$ cat src/rtl/kwd_pkg.sv
package kwd_pkg;
  localparam int unsigned KWD_CNT_W     = 14;
  localparam int unsigned KWD_PULSE_LEN = 98;
  localparam logic [7:0]  KWD_KEY_A     = 8'h1E;
  localparam logic [7:0]  KWD_KEY_B     = 8'hE1;
endpackage

$ cat src/rtl/kwd_key_seq.sv
module kwd_key_seq
  import kwd_pkg::*;
#(
  parameter logic [7:0] KEY_A = KWD_KEY_A,
  parameter logic [7:0] KEY_B = KWD_KEY_B
) (
  input  logic       clk,
  input  logic       rst_n,
  input  logic       wr_en,
  input  logic [7:0] wdata,
  output logic       key_fire
);
  logic pend_q, pend_d;

  // A first byte arms the pending flag. Any other write clears it, and the
  // second byte fires only when it lands right after the first.
  always_comb begin
    pend_d   = pend_q;
    key_fire = 1'b0;
    if (wr_en) begin
      if (wdata == KEY_A) begin
        pend_d = 1'b1;
      end else begin
        pend_d = 1'b0;
        if (pend_q && (wdata == KEY_B)) key_fire = 1'b1;
      end
    end
  end

  always_ff @(posedge clk or negedge rst_n) begin
    if (!rst_n) pend_q <= 1'b0;
    else        pend_q <= pend_d;
  end

  assert_lone_second_R2: assert property (@(posedge clk) disable iff (!rst_n)
    (wr_en && wdata == KEY_B && !pend_q) |-> !key_fire);
endmodule

$ cat src/rtl/kwd_count_core.sv
module kwd_count_core
  import kwd_pkg::*;
#(
  parameter int unsigned CNT_W = KWD_CNT_W
) (
  input  logic clk,
  input  logic rst_n,
  input  logic tick,
  input  logic key_fire,
  input  logic idle_i,
  input  logic idle_halt,
  input  logic pdown_i,
  input  logic wake_i,
  output logic ovf_evt,
  output logic ovf_req
);
  localparam logic [CNT_W-1:0] LAST = {{(CNT_W-1){1'b1}}, 1'b0};

  logic [CNT_W-1:0] cnt_q, cnt_d;
  logic             armed_q, armed_d;
  logic             hold_q, hold_d;
  logic             req_q;
  logic             run;

  // Power-down hold: set during power-down, released by the wake line.
  always_comb begin
    hold_d = hold_q;
    if (pdown_i)     hold_d = 1'b1;
    else if (wake_i) hold_d = 1'b0;
  end

  assign run = armed_q & tick & ~pdown_i & ~(hold_q & ~wake_i)
             & ~(idle_i & idle_halt);

  always_comb begin
    cnt_d   = cnt_q;
    armed_d = armed_q;
    ovf_evt = 1'b0;
    if (key_fire) begin
      armed_d = 1'b1;
      cnt_d   = '0;
    end else if (run) begin
      if (cnt_q == LAST) begin
        cnt_d   = '0;
        armed_d = 1'b0;
        ovf_evt = 1'b1;
      end else begin
        cnt_d = cnt_q + 1'b1;
      end
    end
  end

  always_ff @(posedge clk or negedge rst_n) begin
    if (!rst_n) begin
      cnt_q   <= '0;
      armed_q <= 1'b0;
      hold_q  <= 1'b0;
      req_q   <= 1'b0;
    end else begin
      cnt_q   <= cnt_d;
      armed_q <= armed_d;
      hold_q  <= hold_d;
      req_q   <= ovf_evt;
    end
  end

  assign ovf_req = req_q;

  assert_single_req_R5: assert property (@(posedge clk) disable iff (!rst_n)
    ovf_req |=> !ovf_req);
  assert_key_restart_R4: assert property (@(posedge clk) disable iff (!rst_n)
    key_fire |=> (armed_q && cnt_q == '0));
  assert_idle_frozen_R7: assert property (@(posedge clk) disable iff (!rst_n)
    (idle_i && idle_halt && !key_fire) |=> $stable(cnt_q));
  assert_pdown_frozen_R8: assert property (@(posedge clk) disable iff (!rst_n)
    (pdown_i && !key_fire) |=> $stable(cnt_q));
  assert_ovf_disarms_R5: assert property (@(posedge clk) disable iff (!rst_n)
    ovf_req |-> !armed_q);
endmodule

$ cat src/rtl/kwd_pulse_stretch.sv
module kwd_pulse_stretch
  import kwd_pkg::*;
#(
  parameter int unsigned PULSE_LEN = KWD_PULSE_LEN
) (
  input  logic clk,
  input  logic rst_n,
  input  logic start,
  input  logic suppress,
  output logic drive
);
  localparam int unsigned PW = $clog2(PULSE_LEN + 1);

  logic [PW-1:0] left_q, left_d;

  always_comb begin
    left_d = left_q;
    if (start && !suppress)  left_d = PW'(PULSE_LEN);
    else if (left_q != '0)   left_d = left_q - 1'b1;
  end

  always_ff @(posedge clk or negedge rst_n) begin
    if (!rst_n) left_q <= '0;
    else        left_q <= left_d;
  end

  assign drive = (left_q != '0);
endmodule

$ cat src/rtl/keyed_watchdog.sv
module keyed_watchdog
  import kwd_pkg::*;
#(
  parameter int unsigned CNT_W     = KWD_CNT_W,
  parameter int unsigned PULSE_LEN = KWD_PULSE_LEN
) (
  input  logic       clk,
  input  logic       rst_n,
  input  logic       mc_tick,
  input  logic       svc_wr,
  input  logic [7:0] svc_wdata,
  input  logic       idle_i,
  input  logic       pdown_i,
  input  logic       wake_i,
  input  logic       rsto_disable,
  input  logic       idle_halt,
  output logic       rst_req_o,
  output logic       rst_out_drive
);
  logic key_fire;
  logic ovf_evt;

  kwd_key_seq u_key (
    .clk      (clk),
    .rst_n    (rst_n),
    .wr_en    (svc_wr),
    .wdata    (svc_wdata),
    .key_fire (key_fire)
  );

  kwd_count_core #(.CNT_W(CNT_W)) u_core (
    .clk       (clk),
    .rst_n     (rst_n),
    .tick      (mc_tick),
    .key_fire  (key_fire),
    .idle_i    (idle_i),
    .idle_halt (idle_halt),
    .pdown_i   (pdown_i),
    .wake_i    (wake_i),
    .ovf_evt   (ovf_evt),
    .ovf_req   (rst_req_o)
  );

  kwd_pulse_stretch #(.PULSE_LEN(PULSE_LEN)) u_stretch (
    .clk      (clk),
    .rst_n    (rst_n),
    .start    (ovf_evt),
    .suppress (rsto_disable),
    .drive    (rst_out_drive)
  );

  assert_pulse_with_req_R6: assert property (@(posedge clk) disable iff (!rst_n)
    $rose(rst_out_drive) |-> rst_req_o);
  assert_pin_quiet_R6: assert property (@(posedge clk) disable iff (!rst_n)
    ($rose(rst_req_o) && $past(rsto_disable)) |-> !rst_out_drive);
endmodule

$ cat config.mk
export PLATFORM = sky130hd
export DESIGN_NAME = keyed_watchdog
export DESIGN_NICKNAME = d
export VERILOG_FILES = /design/src/rtl/kwd_pkg.sv /design/src/rtl/kwd_key_seq.sv /design/src/rtl/kwd_count_core.sv /design/src/rtl/kwd_pulse_stretch.sv /design/src/rtl/keyed_watchdog.sv
export SDC_FILE = /design/constraint.sdc
export NUM_CORES = 1
export LEC_CHECK = 0
export CAP_MARGIN = 0
export CORE_ASPECT_RATIO = 0.8
export CORE_MARGIN = 1
export CORE_UTILIZATION = 50
export CTS_BUF_LIST = sky130_fd_sc_hd__clkbuf_8
export DETAILED_ROUTE_END_ITERATION = 7
export GPL_TIMING_DRIVEN = 0
export PLACE_DENSITY = 0.73
export SETUP_SLACK_MARGIN = 0.5
export SYNTH_ARGS = -nofsm -noshare
export SYNTH_HDL_FRONTEND = slang
export SYNTH_HIERARCHICAL = 1
export SYNTH_SLANG_ARGS = --single-unit
$ cat constraint.sdc
create_clock -name clk -period 2.7 [get_ports clk]
set_input_delay 0.54 -clock clk [delete_from_list [all_inputs] [get_ports clk]]
set_output_delay 0.54 -clock clk [all_outputs]
set_load 0.05 [all_outputs]
After elaboration in Yosys (flattened, before gate mapping)
Index checks and enable logic that the tools add are counted.

operators by class
  mux-type cells = 17
  reduce and logical (&&, ||, !) cells = 9
  equality and inequality tests = 3
  bitwise operators = 10
  $add $sub $neg = 2

operator list
  kind                   number
  $mux 14                3
  $add 14x1->14 const B  1
  $eq 14x14->1 const B   1
  $mux 7                 2
  $mux 1                 12
  $eq 8x5->1 const B     1
  $eq 8x8->1 const B     1
  $reduce_bool 2->1      4
  $reduce_bool 7->1      1
  $sub 7x1->7 const B    1
  $and 1x1->1            6
  $not 1->1              4
  $logic_and 1x1->1      2
  $reduce_and 2->1       1
  $logic_not 1->1        1

storage, ports and cells
  flip-flop bits (word level) = 25
  input bits = 17
  output and inout bits = 2

Logic depth before layout (Yosys ltp)
Gate-level depths: netlist (run 1).

  depth after elaboration = 9
  gate-level depth with buffers = 9
  gate-level depth less buffers = 8

By module
Netlist (run 1), hierarchy kept.

modules (own cells, without submodules)
  module             cells each  area each (um^2)  instances
  kwd_count_core     109         994.7             1
  kwd_pulse_stretch  38          376.6             1
  kwd_key_seq        8           98.8              1

Worst setup path after synthesis (run 1)
No wires, ideal clock.

  kind = input-to-reg
  from = in svc_wdata[4]
  to = reg u_stretch.left_q[3]
  arrival time = 2.298 ns
  setup time = 0.076 ns
  data required time = 2.624 ns
  cell stages on the path = 8
  path slack = 0.326 ns
  buffers on the path = 2
  path through = and4bb_1 -> and4_1 -> clkbuf_1 -> clkbuf_1 -> nor3_1 -> nor2b_1 -> or3_1 -> o21ai_1

between the ends
  word-level cells in the longest chain between the ends = 8
  elaborated cells on any way between the ends = 10
  those cells by class = eq/ne: 2; mux: 5; reduce/logical: 3

ends and longest elaborated chain
  what                                                line                     source
  start: declaration                                  keyed_watchdog.sv:11     input logic [7:0] svc_wdata,
  $eq 8x8->1                                          kwd_key_seq.sv:25        if (pend_q && (wdata == KEY_B)) key_fire = 1'b1;
  $logic_and 1x1->1                                   kwd_key_seq.sv:25
  $mux 1                                              kwd_key_seq.sv:25
  $mux 1 *                                            kwd_key_seq.sv:21        if (wdata == KEY_A) begin
  $mux 1 *                                            kwd_key_seq.sv:20        if (wr_en) begin
  named net key_fire                                  keyed_watchdog.sv:20     logic key_fire;
  $mux 1 *                                            kwd_count_core.sv:39     if (key_fire) begin
  named net ovf_evt                                   keyed_watchdog.sv:21     logic ovf_evt;
  $logic_and 1x1->1 *                                 kwd_pulse_stretch.sv:18  if (start && !suppress) left_d = PW'(PULSE_LEN);
  $mux 7 / $reduce_bool 2->1 (equally long branches)  n/a
  end signal: assignment                              kwd_pulse_stretch.sv:24  else left_q <= left_d;
  end: declaration                                    kwd_pulse_stretch.sv:14  logic [PW-1:0] left_q, left_d;

The timed path passes the listed nets; every way through them passes the cells marked *.
A chain may end at the register's enable or synchronous reset.

Final worst setup path (run 1)
  from = reg u_stretch.left_q[0]
  to = out rst_out_drive

between the ends
  word-level cells in the longest chain between the ends = 1

ends and longest elaborated chain
  what               line                     source
  $reduce_bool 7->1  kwd_pulse_stretch.sv:27  assign drive = (left_q != '0);
  end: declaration   keyed_watchdog.sv:18     output logic rst_out_drive

No other way between the ends.

==> impl_results.md, run 1 <==
* Slew Limit Fails at 0
* Max Cap Violations at 0
* Vias at approximately 1,400
* CTS H-tree depth at 1
* Drt first pass iters at 4
* Top FF cell, synth: dfrtp_1
* Sequential share of the synthesized area at a little over two fifths
* Async SR Flop Fraction at between 90% and 100%
* VDD IR-drop max at roughly 0.00025 V
* Clock Path Buffers at 2
* Chip Height at between 50 and 60 um
* Design Area, Final at 2047 um2
* Nets at between 200 and 250
* Area leader, netlist: dfrtp_1
* Final setup viols at 0
* Die ar. at roughly 3200 um2
* Largest net degree at the start of global routing at 26
* Period Utilization, post-route at between 80% and 90%
* Unrepaired setup endpoints after global routing: no
* Area Overhead vs Synth at 39.23%
* I/O pin count at 19
* Number of antenna diodes at 0
* Post-synthesis cell area at 1470 um2
* Total Routing Usage GR at 24.57%
* Net count after synthesis at 175
* CTS clk-pin slew, worst paths at around 0.09 ns
* Mapped Cells at 155
* Hpwl dp at 2471 um
* Core Footprint at 2765 um2
* DRC Markers at 0
* Initial antenna violation count at 0
* WP data required at 2.16 ns
* Status: finished clean
* Clock Sinks at 25
* Overflow after GRT at 0
* Clk Latency, worst-skew pair at between 0.2 and 0.3 ns
* First-pass GRT wire length at 6030 um
* Final wirelength at 3707 um
* Syn Area/Cell at approximately 9.5 um2
* Synth warn at 6
* CTS tree: done
* Via density at 6.111
* Final hold vios at 0
* Synth cell types at 42
* CP arrival at 1.65 ns
* HP Class: reg2reg
* Number of global-route vias before repair at roughly 1,300
* Site Rows at 17
* Number of synthesized register bits at 25
* Accumulated negative setup slack at 0 ns
* Crit path capture type: output pin
* Cell at the root of the clock tree: clkbuf_8
* Worst-margin pin slew at 1.098 ns
* Dpl cell area at roughly 1700 um2
* Kind of critical path: reg2out
* Die W at roughly 63 um
* Top cell type's share of synthesized area at 42.55%
* Max_slew headroom at a little over a quarter
* CTS Buf Count at 3
* Crit path time final at approximately 2.2 ns
* Starting DRT DRC Count at just over 70
* Initial Utilization at 53.17%
* Final core utilization at 74.03%
* Max Clock Skew at 0.01209 ns
* P_leak at between 0.9 and 1 nW
* IO Port Bufs at 18
* Fmax at approximately 460 MHz
* Pwr/cell area at 309.4 nW/um2
* ANT nets after route at 0
* Synth area leaders: dfrtp_1 (43%), o32ai_1 (4.8%), or3_1 (4.7%)
* Post-synth EDFFs at 0
* Gpl congestion at between 0.8 and 0.9
* Fraction of layout cells with a size suffix above 1 at 24.49%
* Crit path max fanout at 3
* Mean routed wirelength per cell at between 15 and 20 um
* Startpoint types: flip-flop
## report_power, final
part | switching [mW] | internal [mW] | leakage (nW)
Combinational | 0.0164 | 0.0233 | 0.622
Sequential | 0.000545 | 0.375 | 0.280
Clock | 0.114 | 0.103 | 0.0255
Total | 0.131 | 0.502 | 0.928
## placed cells by master (no fill, tap or decap), drive strengths merged, types with 2 or more instances in the layout
cell / count
dfrtp: 25
buf: 22
or3: 13
a21oi: 12
inv: 12
dlymetal6s2s: 10
nand2: 10
o32ai: 8
clkdlybuf4s50: 7
nand3: 7
nor3: 7
clkbuf: 7
nand4: 5
a31oi: 4
and4bb: 4
o21ai: 4
and4: 4
nand3b: 3
nand2b: 3
nor2b: 3
ha: 3
and2: 2
and3: 2
o211ai: 2
nor3b: 2
nor2: 2
## cell usage after synthesis (3+ instances only)
cell type and count:
nor3_1 7, o21ai_0 3, nand2b_1 3, ha_1 3
and4_1 4, clkbuf_1 3, nand2_1 10, dfrtp_1 25
a21oi_1 12, o32ai_1 8, nand4_1 4, or3_1 11
a31oi_1 4, inv_1 12, nand3_1 7, nand3b_1 3
and4bb_1 4
## worst max-delay path: stages, from the launching register on
cell     delay, ns
dfrtp_1       0.41
inv_2         0.09
ha_4          0.13
or3b_4        0.40
nor2_4        0.13
inv_1         0.08
buf_6         0.15
## worst paths after layout
check	to	cells past startpoint	startpoint	slack, ns
min	u_core/armed_q	2	u_core/armed_q	0.56
max reg2reg	u_stretch/left_q[5]	9	u_core/cnt_q[0]	0.65
max	rst_out_drive	6	u_stretch/left_q[0]	0.51
min reg2reg	u_core/armed_q	2	u_core/armed_q	0.56
min in group asynchronous	u_core/cnt_q[7]	1	rst_n	0.85
max in group asynchronous	u_core/cnt_q[12]	1	rst_n	1.18
## state kept, by name, summed over array words and instances (netlist names)
register / count
u_key/pend_q: 1
u_core/cnt_q: 14
u_core/hold_q: 1
u_stretch/left_q: 7
u_core/ovf_req: 1
u_core/armed_q: 1
## per-layer routing
| layer | routed length, um | track usage (%) | vias up |
|---|---|---|---|
| li1 | - | - | 673 |
| met1 | 1640 | 32.23 | 681 |
| met2 | 1688 | 39.67 | 67 |
| met3 | 311 | 5.227 | 9 |
| met4 | 68 | 10.08 | 0 |
| met5 | 0 | 0 | - |
## cell type report
type | count | area [um2]
plain buffers | 6 | 85.08
repair buffers | 37 | 349.1
well taps | 38 | 47.55
flip-flops and latches | 25 | 625.6
multi-input cells | 112 | 848.3
clock buffers | 3 | 41.29
clock inverters | 1 | 5.005
inverters | 12 | 45.04
fillers | 201 | 718.2
## stage by stage
stage          instances  power, mW  hold slack (ns)  worst slack [ns]
2_1_floorplan        155     0.3895           0.2444            0.5120
3_3_place_gp         211     0.4226           0.5123           -0.2604
3_5_place_dp         211     0.4239           0.5104           -0.3587
4_1_cts              219     0.6410           0.5256            0.3750
5_1_grt              234     0.6581           0.5835            0.4569
6_report             234     0.6333           0.5627            0.5052
## cells by family (layout without fill, tap and decap cells)
logic type                 count (synthesis)  in the layout  synth area share, %
DFF                                       25             25                42.55
AOI/OAI and AO/OA                         37             37                17.62
buffers and inverters                     18             59                4.850
adders and majority gates                  3              3                2.553
xor gates and xnor gates                   1              1               0.5959
and+or+nand+nor                           71             71                31.83
## what timing repair did
item	CTS	global route
setup buffers	4	15
resized for setup	25	22
hold endpoints to repair	0	0
hold buffers	0	0
endpoints found under the setup margin	16	6
pin swaps	3	8
Note: power is estimated with default switching activity, not from simulation.
==> run 2: changes to the inputs <==
==> constraint.sdc (replaced) <==
create_clock -name clk -period 2.2 [get_ports clk]
set_input_delay 0.44 -clock clk [delete_from_list [all_inputs] [get_ports clk]]
set_output_delay 0.44 -clock clk [all_outputs]
set_load 0.05 [all_outputs]
==> impl_results.md, run 2 (same netlist as run 1, synthesis figures left out) <==
* CTS tree: done
* Die ar. at 3163 um2 (unchanged)
* Site Rows at 17 (unchanged)
* R2R Path Start: u_core/cnt_q[0]
* Final hold vios at 0 (unchanged)
* CTS Hold Bufs at 0 (unchanged)
* Crit path time final at roughly 2.1 ns
* Final setup viols at 0 (unchanged)
* Clk Latency, worst-skew pair at 0.27 ns (about the same)
* Final wirelength at 4811 um (+30%)
* Fraction of layout cells with a size suffix above 1 at 37.80% (+13 points)
* Commonest non-fill, non-tap cell in the layout: buf_4
* Place WS at -0.3059 ns (+0.05281 ns)
* HP Class: in2async
* Biggest regs: u_core/cnt_q x14, u_stretch/left_q x7
* Flop-to-flop setup slack at 0.35 ns (-0.30 ns)
* Max Clock Skew at 0.004669 ns (-0.007420 ns)
* I/O pin count at 19 (unchanged)
* Final core utilization at 78.96% (+4.9 points)
* Core Footprint at 2765 um2 (unchanged)
* Fillcell total at 180 (-10%)
* Int Pwr at 607.3 uW (+21%)
* WP data required at 1.76 ns (-0.40 ns)
* Starting DRT DRC Count at 75 (+4.2%)
* CP arrival at 1.64 ns (about the same)
* CP dominant cell by count: inv_2
* First-pass GRT wire length at 6706 um (+11%)
* IO Port Bufs at 18 (unchanged)
* Die W at 62.63 um (unchanged)
* Largest register by flop count: u_core/cnt_q
* Number of antenna diodes at 0 (unchanged)
* Switch Pwr at 168.1 uW (+28%)
* Mean routed wirelength per cell at 19.48 um (+23%)
* R2R depth at 10 (+1)
* Unrepaired setup endpoints after global routing: yes
* R2R Path End: u_stretch/left_q[2]
* Pwr/cell area at 355.2 nW/um2 (+15%)
* Clock Path Buffers at 2 (unchanged)
* Power, Total at 775.5 uW (+22%)
* Clock Sinks at 25 (unchanged)
* Delay-heaviest family, CP: simple AND/OR/NAND/NOR gates
* Number of global-route vias before repair at 1,408 (+5.8%)
* Largest net degree at the start of global routing at 26 (unchanged)
* Crit path largest cell delay at 0.41 ns (about the same)
* P_leak at 0.9407 nW (+1.4%)
* Combinational fraction of design power at 5.5% (-0.8 points)
* Max_slew headroom at 24.58% (-2.0 points)
* Worst-margin pin slew at 1.129 ns (+0.03190 ns)
* Status: finished clean
* Gpl congestion at 0.8627 (+5.8%)
* Cell at the root of the clock tree: clkbuf_8
* Via density at 6.328 (+3.5%)
* ANT nets after route at 0 (unchanged)
* DRC Markers at 0 (unchanged)
* Drt first pass iters at 4 (unchanged)
* Initial Utilization at 53.17% (unchanged)
* Max reg flops at 14 (unchanged)
* CTS clk-pin slew, worst paths at 0.09 ns (about the same)
* Crit path max fanout at 3 (unchanged)
* CP max-delay cell: dfrtp_1
* Area Overhead vs Synth at 48.51%
* CTS Buf Count at 3 (unchanged)
* Critical Path, Cell by Cell: inv_2 -> ha_4 -> or3b_4 -> nor2_4 -> inv_2 -> buf_8
* Kind of critical path: reg2out
* Fmax at 479.9 MHz
* Nets at 230 (+6.0%)
* Commonest cells after routing, fill and taps aside: buf_4 (29), dfrtp_1 (25), a21oi_1 (12)
* Hpwl dp at 2505 um (+1.4%)
* Startpoint types: flip-flop
* Max Cap Violations at 0 (unchanged)
* Fin worst setup slack at 0.1163 ns (-0.3889 ns)
* VDD IR-drop max at 0.0004650 V (+89%)
* Total Routing Usage GR at 27.83% (+3.3 points)
* Slew Limit Fails at 0 (unchanged)
* Clock power frac at 35.0% (+0.6 points)
* Chip Height at 50.50 um (unchanged)
* Overflow after GRT at 0 (unchanged)
* CTS H-tree depth at 1 (unchanged)
* Crit path capture type: output pin
* Worst hold margin at 0.3783 ns (-0.1845 ns)
* Switching Share at 21.68% (+0.93 points)
* Reg power frac at 59.4% (about the same)
* Period Utilization, post-route at between 90% and 100%
* WP buf/inv at 3 (unchanged)
* Vias at 1,563 (+9.3%)
* Initial antenna violation count at 0 (unchanged)
-- run 2: cell type report --
class                      count  area [um2]  area share [%]
buffer                         6       90.09           4.126
tap                           38       47.55           2.178
sequential                    25       625.6           28.65
inverter                      12       45.04           2.063
timing repair buffer          50       411.6           18.85
multi-input combinational    112       918.4           42.06
clock buffer                   3       41.29           1.891
clock inverter                 1       3.754          0.1719
-- run 2: metrics by stage --
| step | instances | area, um2 | TNS (ns) |
|---|---|---|---|
| finish | 247 | 2183 | 0 |
| global placement | 211 | 1760 | -3.567 |
| CTS | 237 | 2033 | 0 |
| floorplan | 155 | 1533 | 0 |
| detailed placement | 211 | 1760 | -4.061 |
| global route | 247 | 2183 | 0 |
-- run 2: power groups by stage --
stage	Combinational (mW)	Clock [mW]	Sequential, mW
after detailed placement	0.0504	0	0.470
after CTS	0.0438	0.272	0.461
after global routing	0.0473	0.294	0.461
after floorplan	0.00797	0	0.470
final	0.0430	0.271	0.461
after global placement	0.0489	0	0.470
-- run 2: timing repair --
action	in CTS	in global routing
buffers inserted	22	10
resized for setup	55	24
pin swaps	15	9
setup endpoints to repair	24	31
-- run 2: how the worst max path moves through the flow --
| stage | end | from | cells past startpoint |
|---|---|---|---|
| 6_report | rst_out_drive | u_stretch/left_q[0] | 6 |
| 5_1_grt | rst_out_drive | u_stretch/left_q[0] | 6 |
| 4_1_cts | rst_out_drive | u_stretch/left_q[1] | 6 |
| 3_5_place_dp | u_core/cnt_q[11] | wake_i | 5 |
| 3_3_place_gp | u_core/cnt_q[11] | wake_i | 5 |
| 2_1_floorplan | u_stretch/left_q[3] | svc_wdata[3] | 8 |
-- run 2: layer usage --
layer  up-vias  wire length [um]  share of wire (%)  global-route usage [%]
met4         0                96                2.0                   6.977
met5         -                 0                  0                       0
met1       755              1966                 41                   38.81
li1        704                 -                  -                       -
met2        90              2338                 49                   45.65
met3        14               409                8.5                   4.091
